`src/rtl/wdt_window_pkg.sv`:
```
// Package: shared types and helpers for the windowed watchdog.
// Assumes the confidence level is two bits wide, with saturation limits 0 and 3.
package wdt_window_pkg;

    localparam int CONF_W = 2;

    typedef logic [CONF_W-1:0] conf_t;

    localparam conf_t CONF_FLOOR = conf_t'(0);
    localparam conf_t CONF_CEIL  = conf_t'(3);

    typedef enum logic {
        VERDICT_BAD  = 1'b0,
        VERDICT_GOOD = 1'b1
    } verdict_e;

    // Move the level one step toward the verdict, holding at the limits.
    function automatic conf_t conf_step(input conf_t level, input verdict_e verdict);
        conf_t result;
        result = level;
        if (verdict == VERDICT_GOOD) begin
            if (level != CONF_CEIL) begin
                result = level + conf_t'(1);
            end
        end else begin
            if (level != CONF_FLOOR) begin
                result = level - conf_t'(1);
            end
        end
        return result;
    endfunction

endpackage

```
`src/rtl/wdt_trig_edge.sv`:
```
// Module: trigger synchronizer and rising-edge detector.
// Brings the asynchronous trigger into the clock domain through SYNC_STAGES
// flops, then gives a one-cycle pulse for each low-to-high transition.
// Assumes SYNC_STAGES >= 2 and a trigger that stays low for at least one
// clock between pulses.
module wdt_trig_edge #(
    parameter int SYNC_STAGES = 2
) (
    input  logic clk,
    input  logic rst_n,
    input  logic trig_i,
    output logic rise_o
);

    localparam int LAST = SYNC_STAGES - 1;

    logic [SYNC_STAGES-1:0] sync_q;
    logic                   prev_q;

    genvar g;
    generate
        for (g = 0; g < SYNC_STAGES; g++) begin : g_stage
            if (g == 0) begin : g_first
                // First stage samples the raw trigger.
                always_ff @(posedge clk) begin
                    if (!rst_n) sync_q[g] <= 1'b0;
                    else        sync_q[g] <= trig_i;
                end
            end else begin : g_next
                // Later stages pass the value along the chain.
                always_ff @(posedge clk) begin
                    if (!rst_n) sync_q[g] <= 1'b0;
                    else        sync_q[g] <= sync_q[g-1];
                end
            end
        end
    endgenerate

    // Remember the last synchronized value for edge detection.
    always_ff @(posedge clk) begin
        if (!rst_n) prev_q <= 1'b0;
        else        prev_q <= sync_q[LAST];
    end

    // One pulse per rising transition of the synchronized trigger.
    always_comb begin
        rise_o = sync_q[LAST] & ~prev_q;
    end

endmodule

```
`src/rtl/wdt_period_timer.sv`:
```
// Module: trigger period counter with missing-trigger timeout.
// Counts clocks since the last detected trigger. period_o is the count
// including the current clock, so a trigger arriving P clocks after the
// previous one sees period_o == P. If TIMEOUT_CLKS clocks pass with no
// trigger, timeout_o pulses for one cycle and the count restarts from zero.
// A trigger on the final clock takes priority over the timeout.
module wdt_period_timer #(
    parameter int TIMEOUT_CLKS = 250,
    parameter int PER_W        = $clog2(TIMEOUT_CLKS + 1)
) (
    input  logic             clk,
    input  logic             rst_n,
    input  logic             rise_i,
    output logic [PER_W-1:0] period_o,
    output logic [PER_W-1:0] count_o,
    output logic             timeout_o
);

    localparam logic [PER_W-1:0] LAST_CNT = PER_W'(TIMEOUT_CLKS - 1);

    logic [PER_W-1:0] cnt_q;

    // Period seen by a trigger in this cycle.
    always_comb begin
        period_o  = cnt_q + PER_W'(1);
        timeout_o = (cnt_q == LAST_CNT) && !rise_i;
        count_o   = cnt_q;
    end

    // Clear on a trigger or a timeout; otherwise count clocks.
    always_ff @(posedge clk) begin
        if (!rst_n) begin
            cnt_q <= '0;
        end else if (rise_i || timeout_o) begin
            cnt_q <= '0;
        end else begin
            cnt_q <= cnt_q + PER_W'(1);
        end
    end

endmodule

```
`src/rtl/wdt_window_judge.sv`:
```
// Module: window comparator with hysteresis.
// Marks a trigger period good when it lies in [WIN_LO, WIN_HI]. While the OK
// flag is set, both bounds move later by HYST_SHIFT clocks.
// Purely combinational; assumes WIN_HI + HYST_SHIFT fits in PER_W+1 bits.
module wdt_window_judge
    import wdt_window_pkg::*;
#(
    parameter int WIN_LO     = 80,
    parameter int WIN_HI     = 120,
    parameter int HYST_SHIFT = 1,
    parameter int PER_W      = 8
) (
    input  logic             ok_i,
    input  logic [PER_W-1:0] period_i,
    output verdict_e         verdict_o
);

    localparam int CMP_W = PER_W + 1;
    localparam logic [CMP_W-1:0] LO_BASE  = CMP_W'(WIN_LO);
    localparam logic [CMP_W-1:0] HI_BASE  = CMP_W'(WIN_HI);
    localparam logic [CMP_W-1:0] LO_SHIFT = CMP_W'(WIN_LO + HYST_SHIFT);
    localparam logic [CMP_W-1:0] HI_SHIFT = CMP_W'(WIN_HI + HYST_SHIFT);

    logic [CMP_W-1:0] lo_bound;
    logic [CMP_W-1:0] hi_bound;
    logic [CMP_W-1:0] period_ext;

    // Pick the window for the current OK state.
    always_comb begin
        lo_bound = ok_i ? LO_SHIFT : LO_BASE;
        hi_bound = ok_i ? HI_SHIFT : HI_BASE;
    end

    // Compare the period against the selected window.
    always_comb begin
        period_ext = {1'b0, period_i};
        if ((period_ext >= lo_bound) && (period_ext <= hi_bound)) begin
            verdict_o = VERDICT_GOOD;
        end else begin
            verdict_o = VERDICT_BAD;
        end
    end

endmodule

```
`src/rtl/wdt_confidence.sv`:
```
// Module: saturating confidence level and OK set/reset flag.
// On each detected trigger the level moves one step toward the verdict.
// A timeout or a time-base fault clears the level. The flag sets when the
// next level is the ceiling and clears when it is the floor.
// Assumes a single-cycle rise_i pulse per trigger.
module wdt_confidence
    import wdt_window_pkg::*;
(
    input  logic     clk,
    input  logic     rst_n,
    input  logic     rise_i,
    input  verdict_e verdict_i,
    input  logic     timeout_i,
    input  logic     fault_i,
    output conf_t    level_o,
    output logic     ok_o
);

    conf_t level_q;
    conf_t level_d;
    logic  ok_q;
    logic  ok_d;

    // Next level: faults and timeouts win, then trigger verdicts.
    always_comb begin
        if (fault_i || timeout_i) begin
            level_d = CONF_FLOOR;
        end else if (rise_i) begin
            level_d = conf_step(level_q, verdict_i);
        end else begin
            level_d = level_q;
        end
    end

    // Set/reset flag driven by the limits of the next level.
    always_comb begin
        if (level_d == CONF_CEIL) begin
            ok_d = 1'b1;
        end else if (level_d == CONF_FLOOR) begin
            ok_d = 1'b0;
        end else begin
            ok_d = ok_q;
        end
    end

    // State registers.
    always_ff @(posedge clk) begin
        if (!rst_n) begin
            level_q <= CONF_FLOOR;
            ok_q    <= 1'b0;
        end else begin
            level_q <= level_d;
            ok_q    <= ok_d;
        end
    end

    // Expose the state.
    always_comb begin
        level_o = level_q;
        ok_o    = ok_q;
    end

endmodule

```
`src/rtl/wdt_window_supervisor.sv`:
```
// Module: windowed trigger watchdog top level.
// Synchronizes the trigger, times its period, judges it against a window
// that moves once OK is set, and keeps a saturating confidence level that
// drives the OK and enable outputs. Reset is synchronous and active-low.
// Assumes clk is the independent internal time base.
module wdt_window_supervisor
    import wdt_window_pkg::*;
#(
    parameter int WIN_LO       = 80,
    parameter int WIN_HI       = 120,
    parameter int HYST_SHIFT   = 1,
    parameter int TIMEOUT_CLKS = 250,
    parameter int SYNC_STAGES  = 2
) (
    input  logic clk,
    input  logic rst_n,
    input  logic trig_i,
    input  logic osc_fault_i,
    output logic ok_o,
    output logic enable_o
);

    localparam int PER_W = $clog2(TIMEOUT_CLKS + 1);

    logic             rise_pulse;
    logic [PER_W-1:0] period_val;
    logic [PER_W-1:0] period_cnt;
    logic             timeout_pulse;
    verdict_e         verdict;
    conf_t            conf_level;
    logic             ok_flag;

    wdt_trig_edge #(
        .SYNC_STAGES(SYNC_STAGES)
    ) u_edge (
        .clk    (clk),
        .rst_n  (rst_n),
        .trig_i (trig_i),
        .rise_o (rise_pulse)
    );

    wdt_period_timer #(
        .TIMEOUT_CLKS(TIMEOUT_CLKS),
        .PER_W       (PER_W)
    ) u_timer (
        .clk       (clk),
        .rst_n     (rst_n),
        .rise_i    (rise_pulse),
        .period_o  (period_val),
        .count_o   (period_cnt),
        .timeout_o (timeout_pulse)
    );

    wdt_window_judge #(
        .WIN_LO    (WIN_LO),
        .WIN_HI    (WIN_HI),
        .HYST_SHIFT(HYST_SHIFT),
        .PER_W     (PER_W)
    ) u_judge (
        .ok_i      (ok_flag),
        .period_i  (period_val),
        .verdict_o (verdict)
    );

    wdt_confidence u_conf (
        .clk       (clk),
        .rst_n     (rst_n),
        .rise_i    (rise_pulse),
        .verdict_i (verdict),
        .timeout_i (timeout_pulse),
        .fault_i   (osc_fault_i),
        .level_o   (conf_level),
        .ok_o      (ok_flag)
    );

    // Both outputs present the OK flag.
    always_comb begin
        ok_o     = ok_flag;
        enable_o = ok_flag;
    end

endmodule

```
`config.mk`:
```
export PLATFORM = sky130hd
export DESIGN_NAME = wdt_window_supervisor
export DESIGN_NICKNAME = d
export VERILOG_FILES = /design/src/rtl/wdt_window_pkg.sv /design/src/rtl/wdt_trig_edge.sv /design/src/rtl/wdt_period_timer.sv /design/src/rtl/wdt_window_judge.sv /design/src/rtl/wdt_confidence.sv /design/src/rtl/wdt_window_supervisor.sv
export SDC_FILE = /design/constraint.sdc
export NUM_CORES = 1
export LEC_CHECK = 0
export ABC_AREA = 1
export BUFFER_PORTS_ARGS = -buffer_cell sky130_fd_sc_hd__buf_4
export CAP_MARGIN = 20
export CORE_UTILIZATION = 40
export CTS_CLUSTER_SIZE = 14
export DETAILED_ROUTE_END_ITERATION = 10
export GPL_ROUTABILITY_DRIVEN = 0
export GPL_TIMING_DRIVEN = 0
export MAX_ROUTING_LAYER = met4
export PLACE_DENSITY_LB_ADDON = 0.25
export SYNTH_ARGS = -nofsm -noshare
export SYNTH_HDL_FRONTEND = slang
export SYNTH_SLANG_ARGS = --single-unit
```
`constraint.sdc`:
```
create_clock -name clk -period 4.3 [get_ports clk]
set_input_delay 0.86 -clock clk [delete_from_list [all_inputs] [get_ports clk]]
set_output_delay 0.86 -clock clk [all_outputs]
set_load 0.03 [all_outputs]
```
==> flow_summary.json, run 1 <==
{
  "numCtsBuffers": 3,
  "criticalPathCategory": "register to register",
  "cpPeakStageDelay_ns": 0.49,
  "whs_ns": 0.422,
  "p_per_area_nw_per_um2": 292,
  "cp_cell_sequence": "ha_1, nand3_1, nand2_1, nand2_1, nor2_1, nand3_1, nand3_1, nand2_1, nand2_1, nand2_1, nand2_1, inv_1, ha_1, o21ai_0, a21oi_1",
  "cts_sinks": 14,
  "path_max_fanout": 6,
  "crit_top_cell": "nand2_1",
  "maxCapViolCount": 0,
  "layout-drive-gt1-share_pct": 13.1,
  "grt_max_degree": 9,
  "h-tree-depth": 1,
  "clk_latency_ns": 0.28,
  "wl_per_cell_um": 8.51,
  "antenna_left": 0,
  "slowest_stage": "dfxtp_1",
  "arrival_ns": 2.46,
  "fin_crit_ns": 2.29,
  "drt-initial-drc-count": 11,
  "synth-seq-area-share_pct": 37.0,
  "num_antenna_cells": 0,
  "skew_ns": 0.00829,
  "clockBufferDepth": 2,
  "via_per_inst": 4.44,
  "drc": 0,
  "hold_viol": 0,
  "maxSlewHeadroom_pct": 76.5,
  "ctsResizeCount": 0,
  "fin_setup_tns_ns": 0,
  "rsz0062_at_grt": "false",
  "avgSynthCellArea_um2": 6.70,
  "clk_pin_slew_worst_paths_ns": 0.09,
  "portBuffers": 5,
  "die_area_um2": 2070,
  "syn-num-nets": 121,
  "leakage_nw": 0.432,
  "area_growth_pct": 13.9,
  "crit_required_ns": 4.47,
  "final_common_cell": "nand2_1",
  "synthCells": 113,
  "dieHeight_um": 45.5,
  "hold_buffers": 0,
  "outcome": "finished clean",
  "antenna_found_initial": 0,
  "synth.distinct_cells": 18,
  "max_freq_mhz": 437,
  "grt_pass1_vias": 539,
  "setup_viol_count_final": 0,
  "wirelength_mm": 1.25,
  "setup_slack_ns": 2.01,
  "cp-start-kind": "register",
  "ir_drop_uv": 148,
  "worst_pin_slew_ns": 0.351,
  "grt_usage_pct": 15.3,
  "ios": 6,
  "hp-class": "register to register",
  "cts_tree": "built",
  "synth_area_um2": 757,
  "yosysWarnings": 0,
  "fin_crit_sh_pct": 53.2,
  "place_inst": 143,
  "place_ws_ns": 2.04,
  "num_rows": 15,
  "nNetsFinal": 131,
  "slew_violations": 0,
  "drt-pass1-iter-count": 4,
  "mostFrequentLayoutCells": "31 x nand2_1, 23 x inv_1, 15 x nor2_1",
  "cts_root_buffer": "clkbuf_4",
  "core_um2": 1750,
  "grt-ovfl-total": 0,
  "dp.final_hpwl_um": 964,
  "start_util_pct": 43.4,
  "ys_seq_elements": 14,
  "num_vias": 653,
  "grt_pass1_wl_mm": 2.19,
  "post_cts_buffers": 0,
  "die_w_um": 45.5,
  "fin_cells": 147,
  "crit_path_end_kind": "register"
}
-- registers in the layout, summed over array words and instances, names as in the netlist --
name,count
u_conf.level_o,2
u_conf.ok_o,1
u_edge.prev_q,1
u_edge.sync_q,2
u_timer.count_o,8
-- cells by family after synthesis --
family / count (synthesis) / synth area share [%]
buf+inv: 25 / 13.4
flops: 14 / 37.0
fa+ha+maj: 4 / 6.61
simple gates: 60 / 35.5
compound gates: 10 / 7.44
-- metal layers --
metal / GRT usage, % / vias to the layer above / wire, µm
li1: - / 363 / -
met1: 21.3 / 279 / 662
met2: 19.7 / 9 / 543
met3: 3.57 / 2 / 34
met4: 9.09 / 0 / 10
met5: - / - / 0
-- critical path: cells and delay by family (launching register included) --
family	cells	cell delay (ns)
AOI/OAI and AO/OA	2	0.19
and+or+nand+nor	10	0.86
DFF	1	0.49
adders and majority gates	2	0.58
buffers and inverters	1	0.05
-- cell usage after synthesis --
cell type | count | share of area, %
o22ai_1 | 1 | 0.83
o21ai_0 | 4 | 2.6
nand3_1 | 6 | 4.0
a21oi_1 | 3 | 2.0
dfxtp_1 | 14 | 37
nand4_1 | 3 | 2.5
nand3_4 | 1 | 2.3
buf_4 | 2 | 2.0
or2_2 | 1 | 0.83
nand2_1 | 31 | 15
nor2_2 | 1 | 0.83
o21bai_1 | 1 | 0.99
inv_1 | 23 | 11
o211ai_1 | 1 | 0.99
ha_1 | 4 | 6.6
nand2_2 | 1 | 0.83
nor2_4 | 1 | 1.5
nor2_1 | 15 | 7.4
-- stage by stage --
stage | util (%) | instance area, µm² | total power, mW
2_1_floorplan | - | 757 | 0.153
3_3_place_gp | 47.3 | 826 | 0.159
3_5_place_dp | 47.3 | 826 | 0.159
4_1_cts | 49.4 | 862 | 0.254
5_1_grt | 49.4 | 862 | 0.262
6_report | 49.4 | 862 | 0.251
-- report_power, final --
part | switching [mW] | internal (mW) | total (mW)
Sequential | 0.00391 | 0.133 | 0.137
Combinational | 0.0109 | 0.00810 | 0.0190
Clock | 0.0441 | 0.0515 | 0.0956
-- path summary, 6_finish.rpt --
check        slack [ns]          startpoint  cells past startpoint                to
min                0.42    u_edge.sync_q[0]                      2  u_edge.sync_q[1]
min reg2reg        0.42    u_edge.sync_q[0]                      2  u_edge.sync_q[1]
max                2.01  u_timer.count_o[0]                     15       u_conf.ok_o
max reg2reg        2.01  u_timer.count_o[0]                     15       u_conf.ok_o
-- cell type report --
class / instances / area (µm²)
well taps: 25 / 31.3
inverters: 23 / 86.3
repair buffers: 5 / 37.5
flip-flops and latches: 14 / 280
clock buffers: 4 / 36.3
multi-input cells: 74 / 375
fillers: 174 / 883
plain buffers: 2 / 15.0
Power figures use the tool's default switching activity.
==> inputs of run 2 (changes only) <==
==> constraint.sdc (replaced) <==
create_clock -name clk -period 2.1 [get_ports clk]
set_input_delay 0.42 -clock clk [delete_from_list [all_inputs] [get_ports clk]]
set_output_delay 0.42 -clock clk [all_outputs]
set_load 0.03 [all_outputs]
==> run 2 against run 1 <==
Hold slack got worse by 0.097 ns. Critical path type unchanged. Critical path depth decreased by 3. Clock skew decreased by 0.0035 ns. Register-to-register slack got worse by 1.8 ns. Routed wire length increased by 5.8%. Power increased by 110%. Sequential power increased by 110%. Cell area increased by 9.3%. Utilization increased by 4.6 points.
==> flow_summary.json, run 2 (synthesized netlist as in run 1, its figures left out) <==
{
  "h-tree-depth": 1,
  "skew_ns": 0.00476,
  "num_antenna_cells": 0,
  "hold_buffers": 0,
  "wirelength_mm": 1.32,
  "mostFrequentLayoutCells": "28 x nand2_1, 23 x inv_1, 14 x nor2_1",
  "rsz0062_at_grt": "false",
  "slew_violations": 0,
  "power.total_mw": 0.525,
  "setup_viol_count_final": 0,
  "ios": 6,
  "grt_usage_pct": 15.6,
  "arrival_ns": 2.06,
  "cts_tree": "built",
  "crit_path_end_kind": "register",
  "hp-class": "input pin to register",
  "largest_register_ffs": 8,
  "fin_crit_sh_pct": 89.9,
  "maxCapViolCount": 0,
  "share_comb_of_total_power_pct": 9.4,
  "hold_viol": 0,
  "clk_latency_ns": 0.28,
  "final_util_pct": 54.0,
  "cts_sinks": 14,
  "grt_pass1_wl_mm": 2.23,
  "path_max_fanout": 6,
  "whs_ns": 0.325,
  "leakage_nw": 0.437,
  "antenna_left": 0,
  "portBuffers": 5,
  "die_w_um": 45.5,
  "clockBufferDepth": 2,
  "nNetsFinal": 132,
  "internal_power_mw": 0.401,
  "maxSlewHeadroom_pct": 75.5,
  "numCtsBuffers": 3,
  "setup_slack_ns": 0.211,
  "final_common_cell": "nand2_1",
  "fin_area_um2": 942,
  "die_area_um2": 2070,
  "drc": 0,
  "p_clk_share_pct": 36.9,
  "criticalPathCategory": "register to register",
  "crit_family": "simple AND/OR/NAND/NOR gates",
  "crit_required_ns": 2.28,
  "wl_per_cell_um": 8.95,
  "drt-initial-drc-count": 19,
  "grt-ovfl-total": 0,
  "cpPeakStageDelay_ns": 0.42,
  "cts_root_buffer": "clkbuf_4",
  "num_vias": 664,
  "p_sw_mw": 0.125,
  "p_seq_share_pct": 53.7,
  "ir_drop_uv": 318,
  "place_area_um2": 826,
  "slowest_stage": "dfxtp_4",
  "area_growth_pct": 24.5,
  "via_per_inst": 4.49,
  "dp.final_hpwl_um": 964,
  "start_util_pct": 43.4,
  "clk_pin_slew_worst_paths_ns": 0.09,
  "place_ws_ns": -0.160,
  "antenna_found_initial": 0,
  "core_um2": 1750,
  "p_per_area_nw_per_um2": 558,
  "cp_cell_sequence": "ha_4, nand3_4, o21bai_1, nand2_1, nor2_2, nand3_2, o22ai_1, nand2_1, inv_1, ha_4, o21ai_1, a21oi_1",
  "fin_crit_ns": 1.89,
  "max_freq_mhz": 529,
  "dieHeight_um": 45.5,
  "grt_pass1_vias": 555,
  "num_rows": 15,
  "layout-drive-gt1-share_pct": 22.8,
  "final.fill_count": 163,
  "worst_pin_slew_ns": 0.367,
  "drt-pass1-iter-count": 4,
  "outcome": "finished clean",
  "grt_max_degree": 9,
  "swShare_pct": 23.7,
  "crit_buf_inv": 1,
  "cp-start-kind": "register"
}
## run 2: cell count changes in the layout (fill, tap and decap cells not counted), moves of 2 or more
cell,delta
ha_4,+3
dfxtp_4,+2
ha_1,-3
dfxtp_1,-2
nand3_1,-2
nand2_2,+3
nand2_1,-3
## run 2: repair_timing
item,in CTS,in global routing
endpoints found under the setup margin,1,1
resized for setup,5,11
buffers inserted,0,1
pin swaps,0,8
endpoints found under the hold margin,0,0
## run 2: metrics by stage
| stage | cells | TNS [ns] |
|---|---|---|
| after floorplan | 113 | 0 |
| after global placement | 143 | -0.143 |
| after detailed placement | 143 | -0.160 |
| after CTS | 147 | 0 |
| after global routing | 148 | 0 |
| final | 148 | 0 |
## run 2: cell type report
class,instances,area (µm²),area share (%)
well taps,25,31.3,3.32
plain buffers,2,15.0,1.59
inverters,23,86.3,9.16
clock buffers,4,36.3,3.85
multi-input cells,74,440,46.7
flip-flops and latches,14,288,30.5
repair buffers,6,45.0,4.78
## run 2: metal layers
metal	share of wire [%]	vias to the layer above	global-route usage, %
li1	-	371	-
met1	51	280	21.0
met2	45	11	21.1
met3	3.2	2	3.57
met4	0.76	0	9.09
met5	0	-	-
## run 2: worst reg2reg max path: stages (launching register included)
cell and delay [ns]:
dfxtp_4 0.42, ha_4 0.18, nand3_4 0.08, o21bai_1 0.14
nand2_1 0.09, nor2_2 0.10, nand3_2 0.09, o22ai_1 0.11
nand2_1 0.09, inv_1 0.10, ha_4 0.21, o21ai_1 0.12
a21oi_1 0.05
## run 2: path summary, 6_finish.rpt
kind,from,endpoint,slack (ns),cells past startpoint
min,trig_i,u_edge.sync_q[0],0.32,3
max reg2reg,u_timer.count_o[0],u_conf.ok_o,0.21,12
max,u_timer.count_o[0],u_conf.ok_o,0.21,12
min reg2reg,u_edge.sync_q[0],u_edge.sync_q[1],0.43,2
## run 2: power by group through the flow
stage	sequential, mW	clock [mW]	combinational, mW
2_1_floorplan	0.285	0	0.0279
6_report	0.282	0.194	0.0494
3_3_place_gp	0.286	0	0.0386
4_1_cts	0.282	0.201	0.0404
5_1_grt	0.283	0.210	0.0549
3_5_place_dp	0.286	0	0.0395
==> inputs of run 3 (changes only) <==
--- a/config.mk
+++ b/config.mk
@@ -5,11 +5,10 @@
 export SDC_FILE = /design/constraint.sdc
 export NUM_CORES = 1
 export LEC_CHECK = 0
-export ABC_AREA = 1
+export ABC_AREA = 0
 export BUFFER_PORTS_ARGS = -buffer_cell sky130_fd_sc_hd__buf_4
 export CAP_MARGIN = 20
 export CORE_UTILIZATION = 40
-export CTS_CLUSTER_SIZE = 14
 export DETAILED_ROUTE_END_ITERATION = 10
 export GPL_ROUTABILITY_DRIVEN = 0
 export GPL_TIMING_DRIVEN = 0
@@ -17,4 +16,5 @@
 export PLACE_DENSITY_LB_ADDON = 0.25
 export SYNTH_ARGS = -nofsm -noshare
 export SYNTH_HDL_FRONTEND = slang
+export SYNTH_HIERARCHICAL = 1
 export SYNTH_SLANG_ARGS = --single-unit
==> run 3 against run 2 <==
Hold slack improved by 0.028 ns. Die area increased by 0.48%. Fmax decreased by 29%. The flow now finishes with violations (setup timing). Register-to-register slack got worse by 0.75 ns. Clock power about the same. Sequential power about the same. Cell area increased by 2.1%. Routed wire length increased by 7.9%. Largest cell class unchanged. Final cell count decreased by 20%. Non-clock buffer count increased by 1. Clock-buffer cell count unchanged. Critical path depth decreased by 2.
==> flow_summary.json, run 3 <==
{
  "ios": 6,
  "synth.distinct_cells": 35,
  "avgSynthCellArea_um2": 9.39,
  "syn-num-nets": 89,
  "numCtsBuffers": 3,
  "crit_buf_inv": 0,
  "via_per_inst": 5.03,
  "clockBufferDepth": 2,
  "fin_cells": 118,
  "synthCells": 81,
  "die_area_um2": 2080,
  "max_freq_mhz": 378,
  "whs_ns": 0.353,
  "drc": 0,
  "num_rows": 15,
  "min_from": "trig_i",
  "slew_violations": 0,
  "synth_common_cells": "14 x dfxtp_1, 7 x inv_1, 7 x nor2_1",
  "grt_max_degree": 9,
  "start_util_pct": 43.6,
  "nNetsFinal": 102,
  "synth.most_common_cell": "dfxtp_1",
  "slowest_stage": "or4b_4",
  "fin_crit_ns": 2.64,
  "maxSlewHeadroom_pct": 70.4,
  "cp_cell_sequence": "ha_4, xor2_2, or4b_4, o311ai_4, a211oi_2, a221oi_2, nor3_1, ha_1, mux2i_1, nor2b_1",
  "share_comb_of_total_power_pct": 10.1,
  "grt_pass1_vias": 550,
  "ir_drop_uv": 413,
  "place_ws_ns": -0.518,
  "clk_latency_ns": 0.27,
  "final_common_cell": "dfxtp_1",
  "synth_top_area_share_pct": 36.8,
  "criticalPathCategory": "register to register",
  "synth_edf_count": 0,
  "core_um2": 1750,
  "num_antenna_cells": 0,
  "p_clk_share_pct": 36.8,
  "largest_register_ffs": 8,
  "skew_ns": 0.000675,
  "arrival_ns": 2.82,
  "antenna_found_initial": 0,
  "cts_tree": "built",
  "hp-class": "input pin to register",
  "worst_pin_slew_ns": 0.440,
  "drt-pass1-iter-count": 4,
  "num_vias": 594,
  "rsz0062_at_grt": "true",
  "setup_viol_count_final": 2,
  "crit_family": "simple AND/OR/NAND/NOR gates",
  "maxCapViolCount": 0,
  "cts_sinks": 14,
  "final_util_pct": 55.1,
  "yosysTopAreaCell": "dfxtp_1",
  "hold_viol": 0,
  "synth_area_um2": 761,
  "synth-seq-area-share_pct": 36.8,
  "mostFrequentLayoutCells": "10 x dfxtp_1, 9 x buf_4, 7 x nor2_1",
  "crit_start": "u_timer/count_o[0]",
  "path_max_fanout": 5,
  "ys_seq_elements": 14,
  "synth_flop_cell": "dfxtp_1",
  "async_reset_ff_share_pct": 0,
  "regToRegSetupSlack_ns": -0.54,
  "grt-ovfl-total": 0,
  "place_inst": 111,
  "layout-drive-gt1-share_pct": 39.8,
  "crit_required_ns": 2.27,
  "internal_power_mw": 0.406,
  "swShare_pct": 24.0,
  "cp-start-kind": "register",
  "leakage_nw": 0.355,
  "grt_usage_pct": 17.0,
  "fin_setup_tns_ns": -0.635,
  "p_per_area_nw_per_um2": 555,
  "violations": "setup timing",
  "p_sw_mw": 0.128,
  "h-tree-depth": 1,
  "die_w_um": 45.6,
  "cpPeakStageDelay_ns": 0.56,
  "drt-initial-drc-count": 6,
  "wl_per_cell_um": 12.1,
  "dieHeight_um": 45.6,
  "dp.final_hpwl_um": 911,
  "crit_path_end_kind": "register",
  "area_growth_pct": 26.5,
  "synthTopCellsByArea": "dfxtp_1 37%, ha_1 6.6%, nor2b_1 4.1%, inv_1 3.5%, nor2_1 3.5%",
  "r2r-start": "u_timer/count_o[0]",
  "antenna_left": 0,
  "cts_root_buffer": "clkbuf_4",
  "p_seq_share_pct": 53.1,
  "clk_pin_slew_worst_paths_ns": 0.09,
  "grt_pass1_wl_mm": 2.36,
  "outcome": "finished, violations left",
  "yosysWarnings": 6,
  "setup_slack_ns": -0.542,
  "portBuffers": 5,
  "wirelength_mm": 1.43,
  "fin_crit_sh_pct": 126
}
## run 3: per-layer routing
metal  up-vias  part of all wire, %  GRT usage [%]
met5         -                    0              -
met4         0                 0.84           9.09
met3         2                  4.1           3.57
met2        12                   48           25.7
met1       277                   47           20.9
li1        303                    -              -
## run 3: area by class of cell
| cell class | count | area (µm²) |
|---|---|---|
| flip-flops and latches | 14 | 290 |
| well taps | 25 | 31.3 |
| plain buffers | 1 | 7.51 |
| clock buffers | 4 | 36.3 |
| inverters | 7 | 26.3 |
| fillers | 167 | 783 |
| multi-input cells | 59 | 510 |
| repair buffers | 8 | 60.1 |
## run 3: path summary, 6_finish.rpt
| kind | to | cells after the start |
|---|---|---|
| worst max register to register | u_conf/ok_o | 10 |
| worst min register to register | u_edge/sync_q[1] | 1 |
| worst min-delay path | u_edge/sync_q[0] | 2 |
| worst max-delay path | u_conf/ok_o | 10 |
## run 3: metrics by stage
stage	power (mW)	cell area, µm²
floorplan	0.314	767
global placement	0.325	836
detailed placement	0.326	836
CTS	0.534	941
global route	0.559	962
finish	0.534	962
## run 3: cells by family after synthesis
| family | share of synthesized area (%) |
|---|---|
| buffers and inverters | 4.44 |
| XOR/XNOR | 4.61 |
| AND/OR/NAND/NOR | 29.4 |
| AO/OA/AOI/OAI | 14.8 |
| flip-flops | 36.8 |
| multiplexers | 3.29 |
| adder cells (fa/ha/maj) | 6.58 |
## run 3: what timing repair did
action | in CTS | in global routing
buffers inserted | 2 | 2
resized for setup | 9 | 3
endpoints found under the setup margin | 2 | 3
gates cloned | 0 | 0
hold buffers | 0 | 0
pin swaps | 2 | 5
## run 3: power by group through the flow
stage / Sequential [mW] / Clock (mW) / Combinational (mW)
5_1_grt: 0.285 / 0.214 / 0.0595
3_3_place_gp: 0.287 / 0 / 0.0372
2_1_floorplan: 0.286 / 0 / 0.0272
6_report: 0.284 / 0.196 / 0.0541
3_5_place_dp: 0.288 / 0 / 0.0377
4_1_cts: 0.284 / 0.203 / 0.0468
